===== config.mk =====
export PLATFORM = sky130hd
export DESIGN_NAME = cpr_lock_ctrl
export DESIGN_NICKNAME = d
export VERILOG_FILES = /design/src/rtl/cpr_pkg.sv /design/src/rtl/cpr_lock_side.sv /design/src/rtl/cpr_ctrl_reg.sv /design/src/rtl/cpr_lock_ctrl.sv
export SDC_FILE = /design/constraint.sdc
export NUM_CORES = 1
export LEC_CHECK = 0
export ABC_AREA = 1
export BUFFER_PORTS_ARGS = -buffer_cell sky130_fd_sc_hd__buf_4
export CAP_MARGIN = 20
export CORE_MARGIN = 10
export CORE_UTILIZATION = 43
export CTS_CLUSTER_DIAMETER = 120
export CTS_CLUSTER_SIZE = 25
export DETAILED_ROUTE_END_ITERATION = 16
export PLACE_DENSITY = 0.82
export REMOVE_ABC_BUFFERS = 1
export SLEW_MARGIN = 20
export SYNTH_ARGS = -nofsm -noshare
export SYNTH_HDL_FRONTEND = slang
export SYNTH_SLANG_ARGS = --single-unit

===== constraint.sdc =====
create_clock -name clk -period 1.4 [get_ports clk]
set_input_delay 0.07 -clock clk [delete_from_list [all_inputs] [get_ports clk]]
set_output_delay 0.07 -clock clk [all_outputs]
set_load 0.1 [all_outputs]

===== src/rtl/cpr_pkg.sv =====
package cpr_pkg;
  localparam int REG_W   = 8;
  localparam int CTRL_W  = 6;
  localparam int NSIDE   = 2;
  localparam int SIDE_H  = 0;
  localparam int SIDE_C  = 1;

  localparam int B_RST   = 0;
  localparam int B_IRQ   = 1;
  localparam int B_NMI   = 2;
  localparam int B_RDY   = 3;
  localparam int B_WEN   = 4;
  localparam int B_FAILC = 6;
  localparam int B_FAILH = 7;

  // Status word seen by both processors.
  function automatic logic [REG_W-1:0] pack_status(
    input logic [CTRL_W-1:0] ctrl,
    input logic              fail_c,
    input logic              fail_h
  );
    logic [REG_W-1:0] s;
    s              = '0;
    s[CTRL_W-1:0]  = ctrl;
    s[B_FAILC]     = fail_c;
    s[B_FAILH]     = fail_h;
    return s;
  endfunction

  // Write arbitration: host first, coprocessor only if host not accepted.
  function automatic logic [NSIDE-1:0] arbitrate(
    input logic [NSIDE-1:0] wr,
    input logic [NSIDE-1:0] clean
  );
    logic [NSIDE-1:0] g;
    g[SIDE_H] = wr[SIDE_H] & clean[SIDE_H];
    g[SIDE_C] = wr[SIDE_C] & clean[SIDE_C] & ~g[SIDE_H];
    return g;
  endfunction
endpackage


===== src/rtl/cpr_lock_side.sv =====
module cpr_lock_side (
  input  logic clk,
  input  logic rst_n,
  input  logic rd,
  input  logic wr,
  input  logic granted,
  input  logic peer_granted,
  output logic clean,
  output logic fail,
  output logic rejected
);
  logic clean_q, fail_q;
  logic clean_d, fail_d;

  assign rejected = wr & ~granted;

  always_comb begin
    clean_d = clean_q;
    if (peer_granted) clean_d = 1'b0;
    if (rd)           clean_d = 1'b1;
    fail_d = fail_q;
    if (rd)       fail_d = 1'b0;
    if (rejected) fail_d = 1'b1;
  end

  always_ff @(posedge clk or negedge rst_n) begin
    if (!rst_n) begin
      clean_q <= 1'b0;
      fail_q  <= 1'b0;
    end else begin
      clean_q <= clean_d;
      fail_q  <= fail_d;
    end
  end

  assign clean = clean_q;
  assign fail  = fail_q;

  AST_READ_ARMS: assert property (@(posedge clk) disable iff (!rst_n)
    rd |=> clean);
  AST_PEER_DISARMS: assert property (@(posedge clk) disable iff (!rst_n)
    peer_granted && !rd |=> !clean);
  AST_REJECT_FLAGS: assert property (@(posedge clk) disable iff (!rst_n)
    rejected |=> fail);
  AST_READ_CLEARS: assert property (@(posedge clk) disable iff (!rst_n)
    rd && !wr |=> !fail);
  AST_GRANT_NEEDS_CLEAN: assert property (@(posedge clk) disable iff (!rst_n)
    granted |-> clean);
endmodule


===== src/rtl/cpr_ctrl_reg.sv =====
module cpr_ctrl_reg
  import cpr_pkg::*;
#(
  parameter int W = CTRL_W
) (
  input  logic             clk,
  input  logic             rst_n,
  input  logic [NSIDE-1:0] gnt,
  input  logic [W-1:0]     wdata_h,
  input  logic [W-1:0]     wdata_c,
  output logic [W-1:0]     ctrl
);
  logic [W-1:0] ctrl_q, ctrl_d;

  always_comb begin
    ctrl_d = ctrl_q;
    if (gnt[SIDE_H])      ctrl_d = wdata_h;
    else if (gnt[SIDE_C]) ctrl_d = wdata_c;
  end

  always_ff @(posedge clk or negedge rst_n) begin
    if (!rst_n) ctrl_q <= '0;
    else        ctrl_q <= ctrl_d;
  end

  assign ctrl = ctrl_q;

  AST_RESET_HALTS: assert property (@(posedge clk)
    !rst_n |=> ctrl_q == '0);
  AST_HOLD_NO_GRANT: assert property (@(posedge clk) disable iff (!rst_n)
    gnt == '0 |=> $stable(ctrl_q));
  AST_HOST_LOADS: assert property (@(posedge clk) disable iff (!rst_n)
    gnt[SIDE_H] |=> ctrl_q == $past(wdata_h));
  AST_COP_LOADS: assert property (@(posedge clk) disable iff (!rst_n)
    gnt[SIDE_C] && !gnt[SIDE_H] |=> ctrl_q == $past(wdata_c));
endmodule


===== src/rtl/cpr_lock_ctrl.sv =====
module cpr_lock_ctrl
  import cpr_pkg::*;
(
  input  logic             clk,
  input  logic             rst_n,
  input  logic             host_rd,
  input  logic             host_wr,
  input  logic [REG_W-1:0] host_wdata,
  output logic [REG_W-1:0] host_rdata,
  input  logic             cop_rd,
  input  logic             cop_wr,
  input  logic [REG_W-1:0] cop_wdata,
  output logic [REG_W-1:0] cop_rdata,
  output logic             cop_reset_n,
  output logic             cop_irq_n,
  output logic             cop_nmi_n,
  output logic             cop_ready,
  output logic             upper_wp
);
  logic [NSIDE-1:0]  rd_v, wr_v, gnt_v, clean_v, fail_v, rej_v;
  logic [CTRL_W-1:0] ctrl;
  logic [REG_W-1:0]  status;

  assign rd_v[SIDE_H] = host_rd;
  assign rd_v[SIDE_C] = cop_rd;
  assign wr_v[SIDE_H] = host_wr;
  assign wr_v[SIDE_C] = cop_wr;

  assign gnt_v = arbitrate(wr_v, clean_v);

  for (genvar i = 0; i < NSIDE; i++) begin : g_side
    cpr_lock_side side_i (
      .clk          (clk),
      .rst_n        (rst_n),
      .rd           (rd_v[i]),
      .wr           (wr_v[i]),
      .granted      (gnt_v[i]),
      .peer_granted (gnt_v[NSIDE-1-i]),
      .clean        (clean_v[i]),
      .fail         (fail_v[i]),
      .rejected     (rej_v[i])
    );
  end

  cpr_ctrl_reg #(.W(CTRL_W)) reg_i (
    .clk     (clk),
    .rst_n   (rst_n),
    .gnt     (gnt_v),
    .wdata_h (host_wdata[CTRL_W-1:0]),
    .wdata_c (cop_wdata[CTRL_W-1:0]),
    .ctrl    (ctrl)
  );

  assign status      = pack_status(ctrl, fail_v[SIDE_C], fail_v[SIDE_H]);
  assign host_rdata  = status;
  assign cop_rdata   = status;

  assign cop_reset_n = ctrl[B_RST];
  assign cop_irq_n   = ctrl[B_IRQ];
  assign cop_nmi_n   = ctrl[B_NMI];
  assign cop_ready   = ctrl[B_RDY];
  assign upper_wp    = ~ctrl[B_WEN];

  AST_ONE_WINNER: assert property (@(posedge clk) disable iff (!rst_n)
    $onehot0(gnt_v));
  AST_HOST_PRIORITY: assert property (@(posedge clk) disable iff (!rst_n)
    gnt_v[SIDE_H] && cop_wr |=> fail_v[SIDE_C]);
  AST_WIN_DISARMS_COP: assert property (@(posedge clk) disable iff (!rst_n)
    gnt_v[SIDE_H] && !cop_rd |=> !clean_v[SIDE_C]);
  AST_WRITER_KEEPS: assert property (@(posedge clk) disable iff (!rst_n)
    gnt_v[SIDE_H] |=> clean_v[SIDE_H]);
  AST_VIEWS_MATCH: assert property (@(posedge clk) disable iff (!rst_n)
    host_rdata == cop_rdata);
endmodule


==> out/metrics.cfg, run 1 <==
[floorplan]
core_area_um2=1366
fp.dieW_um=58.94
placementRows=13
design.portCount=43
die_height_um=58.94
initial_utilization=0.4771
dieArea_um2=3473

[drt]
drt_pass1_iterations=4
routed_via_density=4.719
wl_per_cell_um=13.91
drcViolationCount=0
drtAntennaViolNets=0
num_vias=571
wl_um=1683
drtIter0Drc=6

[logic_synthesis]
postSynthCellCount=78
synth.top_cells.by_area=dfrtp_1 38%, nand2_1 17%, buf_4 16%, nand2_2 6.7%, nand2_8 6.1%
post_synth_instance_area_um2=651.9
avg_synthesized_cell_area_um2=8.357
post-synth-top-count-cell=nand2_1
ys_top_cells_by_count=29 x nand2_1, 14 x buf_4, 10 x dfrtp_1, 7 x nand2_2, 6 x nand3_1
synth.top_cell.area_share=0.3839
synth_seq_area_share=0.3839
yosysWarnings=0
synthFlopType=dfrtp_1
asyncSetResetFlopFracSynth=1.000
synthDominantAreaCellType=dfrtp_1
synth-seq-cells=10
synthDistinctLibCells=13
synth_edf_count=0

[timing]
final-hold-violation-count=0
rsz0062_at_grt=false
finalSetupViolations=0
clock.fmax_mhz=901.0
final_period_minus_worst_setup_slack_ns=1.110
clock_skew_ns=0.0005534
finalCritPeriodShare=0.7928
final-max-slew-violation-count=0
worst_slew_margin_rel=0.7386
max_slew.worst_pin.slew_ns=0.3922

[pwr]
power.static_leakage_nw=0.5032
peakVddDrop_v=0.0008532
pwr-share-comb=0.592
power.share.sequential=0.233
p_int_mw=0.6611
power_switching_mw=0.9084
power_density_nw_per_um2=1774
pwr-share-clk=0.175
power.share.switching=0.5788

[critical_path]
worst-setup-path-type=reg -> out
required_ns=1.33
worst-r2r-cell-count=5
timing.critical_path.to_type=primary output
arrival_ns=1.04
crit_path_top_delay_cell=dfrtp_1
critical-path-max-stage-delay_ns=0.42
critical_path_cell_count=2
path_delay_family=flip-flops
setup.worst_path.start_class=flop
cp.buffers_inverters=2
crit_fanout=4
cell_breakdown_of_the_critical_path=inv_1, buf_4

[finish]
share_of_post_route_cells_with_drive_strength_above_1=0.5094
final_util=0.6474
total_number_of_nets_in_the_final_design=129
fin_area_um2=884.6
area_growth_pct=35.70
final_cell_count_no_fill=121
antenna_cells_inserted=0

[placed_design]
io_buffer_count=38
dp.cells=115
post_detail_place_hpwl_um=1367
cell_area_placed_um2=828.3
gp_congestion=0.7254

[clock_tree]
clockRootBuffer=clkbuf_4
cts-buffers-inserted=3
cts_tree=built
htreeDepth=1
post-cts-setup-buffers=0
clock_pin_slew_worst_setup_and_hold_paths_ns=0.07
max-clock-path-buffers=2
clock_latency_at_the_later_pin_of_the_worst_skew_pair_ns=0.27
cts.sink_count=10

[global_route]
first_global_vias=605
global_route.overflow_total=0
grt_antenna_before_repair=0
grt_start_max_net_pins=11
grt.total_usage=0.1010
grt_first_pass_wirelength_um=2691

[status]
run_status=completed

[hold_path]
min_delay_path_depth=3
worstHoldPathType=in -> reg

[run]
max-cap-violations=0

==> area by class of cell <==
| cell class | count | area (um^2) |
|---|---|---|
| Clock buffer | 4 | 36.28 |
| Fill cell | 113 | 481.7 |
| Inverter | 5 | 26.28 |
| Multi-Input combinational cell | 47 | 247.7 |
| Sequential cell | 10 | 250.2 |
| Tap cell | 15 | 18.77 |
| Timing Repair Buffer | 40 | 305.3 |
==> power groups by stage <==
stage / Clock [mW] / Combinational (mW) / Sequential, mW
after floorplan: 0 / 0.123 / 0.959
after global placement: 0 / 0.926 / 0.370
after detailed placement: 0 / 0.932 / 0.373
after CTS: 0.278 / 0.937 / 0.368
after global routing: 0.293 / 0.960 / 0.375
final: 0.275 / 0.929 / 0.366
==> kinds of logic after synthesis <==
| logic type | count (synthesis) | synth area share |
|---|---|---|
| buffers and inverters | 21 | 0.2361 |
| AND/OR/NAND/NOR | 46 | 0.3704 |
| flip-flops | 10 | 0.3839 |
| AO/OA/AOI/OAI | 1 | 0.009603 |
==> cells in the final DEF, fill, tap and decap left out, drive strengths merged <==
cell,netlist,layout
nand2,39,39
inv,5,5
clkbuf,0,4
dfrtp,10,10
nand3,6,6
o22ai,1,1
nand3b,1,1
dlygate4sd3,0,2
buf,16,38
==> routing by layer <==
| layer | part of all wire | track usage |
|---|---|---|
| met5 | 0 | 0 |
| met4 | 0.024 | 0.05902 |
| met1 | 0.34 | 0.08935 |
| met3 | 0.15 | 0.07725 |
| met2 | 0.48 | 0.1607 |
==> stage by stage <==
stage | hold slack [ns] | setup WS (ns) | total power [mW] | setup TNS, ns
detailed placement | -0.08920 | 0.3195 | 1.305 | 0
global placement | -0.09552 | 0.3391 | 1.296 | 0
finish | 0.009960 | 0.2901 | 1.570 | 0
floorplan | -0.2256 | -1.123 | 1.082 | -16.95
global route | 0.01733 | 0.2449 | 1.628 | 0
CTS | 0.01078 | 0.2832 | 1.583 | 0
==> timing repair <==
action                                 in CTS  in global routing
hold buffers                                2                  0
gates resized for setup                     0                  0
endpoints found under the hold margin      12                  0
==> final timing paths <==
kind | start | endpoint | slack [ns]
hold reg to reg | g_side[1].side_i.fail | g_side[1].side_i.fail | 0.52
min in group asynchronous | rst_n | g_side[0].side_i.fail | 0.16
hold / removal | cop_rd | g_side[1].side_i.clean | 0.01
max in group asynchronous | rst_n | reg_i.ctrl[5] | 1.10
setup / recovery | reg_i.ctrl[4] | upper_wp | 0.29
setup reg to reg | g_side[0].side_i.clean | reg_i.ctrl[1] | 0.32
==> worst min-delay path, stage by stage <==
cell and delay [ns]:
buf_4 0.08, inv_1 0.04, nand2_1 0.07
==> sequential cells by signal, indices dropped and copies added, names as in the netlist <==
register             cells
g_side.side_i.fail       2
reg_i.ctrl               6
g_side.side_i.clean      2
(Power assumes the default switching activity.)
==> run 2, diff against run 1 <==
--- a/config.mk
+++ b/config.mk
@@ -8,12 +8,13 @@
 export ABC_AREA = 1
 export BUFFER_PORTS_ARGS = -buffer_cell sky130_fd_sc_hd__buf_4
 export CAP_MARGIN = 20
+export CORE_ASPECT_RATIO = 0.8
 export CORE_MARGIN = 10
-export CORE_UTILIZATION = 43
+export CORE_UTILIZATION = 40
 export CTS_CLUSTER_DIAMETER = 120
 export CTS_CLUSTER_SIZE = 25
 export DETAILED_ROUTE_END_ITERATION = 16
-export PLACE_DENSITY = 0.82
+export PLACE_DENSITY = 0.77
 export REMOVE_ABC_BUFFERS = 1
 export SLEW_MARGIN = 20
 export SYNTH_ARGS = -nofsm -noshare
==> constraint.sdc (replaced) <==
create_clock -name clk -period 1.1 [get_ports clk]
set_input_delay 0.055 -clock clk [delete_from_list [all_inputs] [get_ports clk]]
set_output_delay 0.055 -clock clk [all_outputs]
set_load 0.1 [all_outputs]
==> run 2 against run 1 <==
Effect of this change: worst hold slack better by 0.0046 ns; first-iteration DRC count grew to 3.8 times the previous value; register-to-register slack got worse by 0.23 ns; highest routed layer unchanged.
==> out/metrics.cfg, run 2 (same netlist as run 1, synthesis figures left out) <==
[finish]
final_cell_count_no_fill=129
register_area_um2=251.5
most_common_library_cell_in_the_layout_ignoring_fill_and_taps=buf_4
area_growth_pct=40.88
nFillCells=132
antenna_cells_inserted=0
largest_register_ffs=6
multi_input_area_um2=247.7
layout_common_cells=38 x buf_4, 29 x nand2_1, 9 x dfrtp_1, 7 x nand2_2, 6 x nand3_1
share_of_post_route_cells_with_drive_strength_above_1=0.5185
total_number_of_nets_in_the_final_design=131

[floorplan]
core_area_um2=1456
placementRows=12
initial_utilization=0.4476
die_height_um=56.11
fp.dieW_um=65.14
dieArea_um2=3654
design.portCount=43

[clock_tree]
clockRootBuffer=clkbuf_4
htreeDepth=1
clock_pin_slew_worst_setup_and_hold_paths_ns=0.07
post-cts-setup-buffers=0
max-clock-path-buffers=2
clock_latency_at_the_later_pin_of_the_worst_skew_pair_ns=0.27
cts-buffers-inserted=3
cts_tree=built
cts.sink_count=10

[critical_path]
r2r-start=g_side[0].side_i.clean
crit_path_top_delay_cell=dfrtp_1
crit_fanout=4
cell_breakdown_of_the_critical_path=buf_4
required_ns=1.04
cp.buffers_inverters=1
critical-path-max-stage-delay_ns=0.42
critPathLaunch=reg_i.ctrl[1]
worst-setup-path-type=reg -> out
path_delay_family=flip-flops
timing.critical_path.to_type=primary output
arrival_ns=1.01
setup.worst_path.start_class=flop

[drt]
drt_pass1_iterations=4
drtIter0Drc=23
drcViolationCount=0
drtAntennaViolNets=0
num_vias=576
wl_um=1715
routed_via_density=4.465
wl_per_cell_um=13.29

[run]
max-cap-violations=0

[global_route]
grt_first_pass_wirelength_um=2829
grt_start_max_net_pins=11
grt.total_usage=0.09524
grt_antenna_before_repair=0
first_global_vias=614
global_route.overflow_total=0

[pwr]
power.total_mw=2.000
peakVddDrop_v=0.001133
power_switching_mw=1.145
power.share.sequential=0.234
pwr-share-comb=0.601
power.share.switching=0.5726
p_int_mw=0.8545
power.static_leakage_nw=0.5141
pwr-share-clk=0.165
power_density_nw_per_um2=2177

[timing]
finalCritPeriodShare=0.9641
final-max-slew-violation-count=0
finalSetupViolations=0
finalSetupTns_ns=0
rsz0062_at_grt=true
max_slew.worst_pin.slew_ns=0.2849
worst_slew_margin_rel=0.8116
final-hold-violation-count=0
clock_skew_ns=0.006350
final_period_minus_worst_setup_slack_ns=1.060
clock.fmax_mhz=943.0

[placed_design]
post_detail_place_hpwl_um=1340
gp_congestion=0.8345
io_buffer_count=38
dp.cells=122

[hold_path]
timing.hold.worst.start=cop_wr
worstHoldPathType=in -> reg

[status]
run_status=completed

[run 2: cell count changes in the layout (fill, tap and decap cells not counted), sizes merged]
| cell | delta |
|---|---|
| dlygate4sd3 | +1 |
| buf | +1 |
[run 2: power groups by stage]
stage | clock network [mW] | registers [mW] | logic [mW]
5_1_grt | 0.360 | 0.478 | 1.25
3_3_place_gp | 0 | 0.469 | 1.19
4_1_cts | 0.338 | 0.467 | 1.20
2_1_floorplan | 0 | 1.22 | 0.156
3_5_place_dp | 0 | 0.473 | 1.19
6_report | 0.330 | 0.467 | 1.20
[run 2: timing repair]
| action | in CTS | in global routing |
|---|---|---|
| hold endpoints to repair | 13 | 0 |
| resized for setup | 0 | 3 |
| hold buffers | 3 | 0 |
| endpoints found under the setup margin | 0 | 6 |
[run 2: area by class of cell]
type,instances,area share
Clock buffer,4,0.03951
Tap cell,21,0.02861
Inverter,5,0.02861
Sequential cell,10,0.2738
Multi-Input combinational cell,47,0.2698
Timing Repair Buffer,42,0.3597
[run 2: path summary, 6_finish.rpt]
kind / to / slack, ns / depth (start not counted)
max: host_rdata[1] / 0.04 / 1
min reg2reg: g_side[1].side_i.fail / 0.53 / 2
max reg2reg: reg_i.ctrl[4] / 0.09 / 5
min: g_side[1].side_i.fail / 0.01 / 3
min in group asynchronous: reg_i.ctrl[3] / 0.16 / 2
max in group asynchronous: g_side[0].side_i.clean / 0.79 / 2
[run 2: per-stage QoR]
step	area [um^2]	util	hold slack [ns]	worst slack, ns
final	918.4	0.6306	0.01458	0.03950
after global routing	918.4	0.6306	0.02058	-0.01196
after CTS	909.6	0.6246	0.01167	0.01227
after detailed placement	843.3	0.5790	-0.1081	0.08370
after global placement	843.3	0.5790	-0.1105	0.1107
after floorplan	524.3	-	-0.2406	-1.408
[run 2: metal layers]
layer,wire length [um],vias up,global-route usage
met1,674,258,0.09764
met4,14,0,0.02121
li1,-,285,-
met3,227,2,0.07028
met5,0,-,0
met2,798,31,0.1522
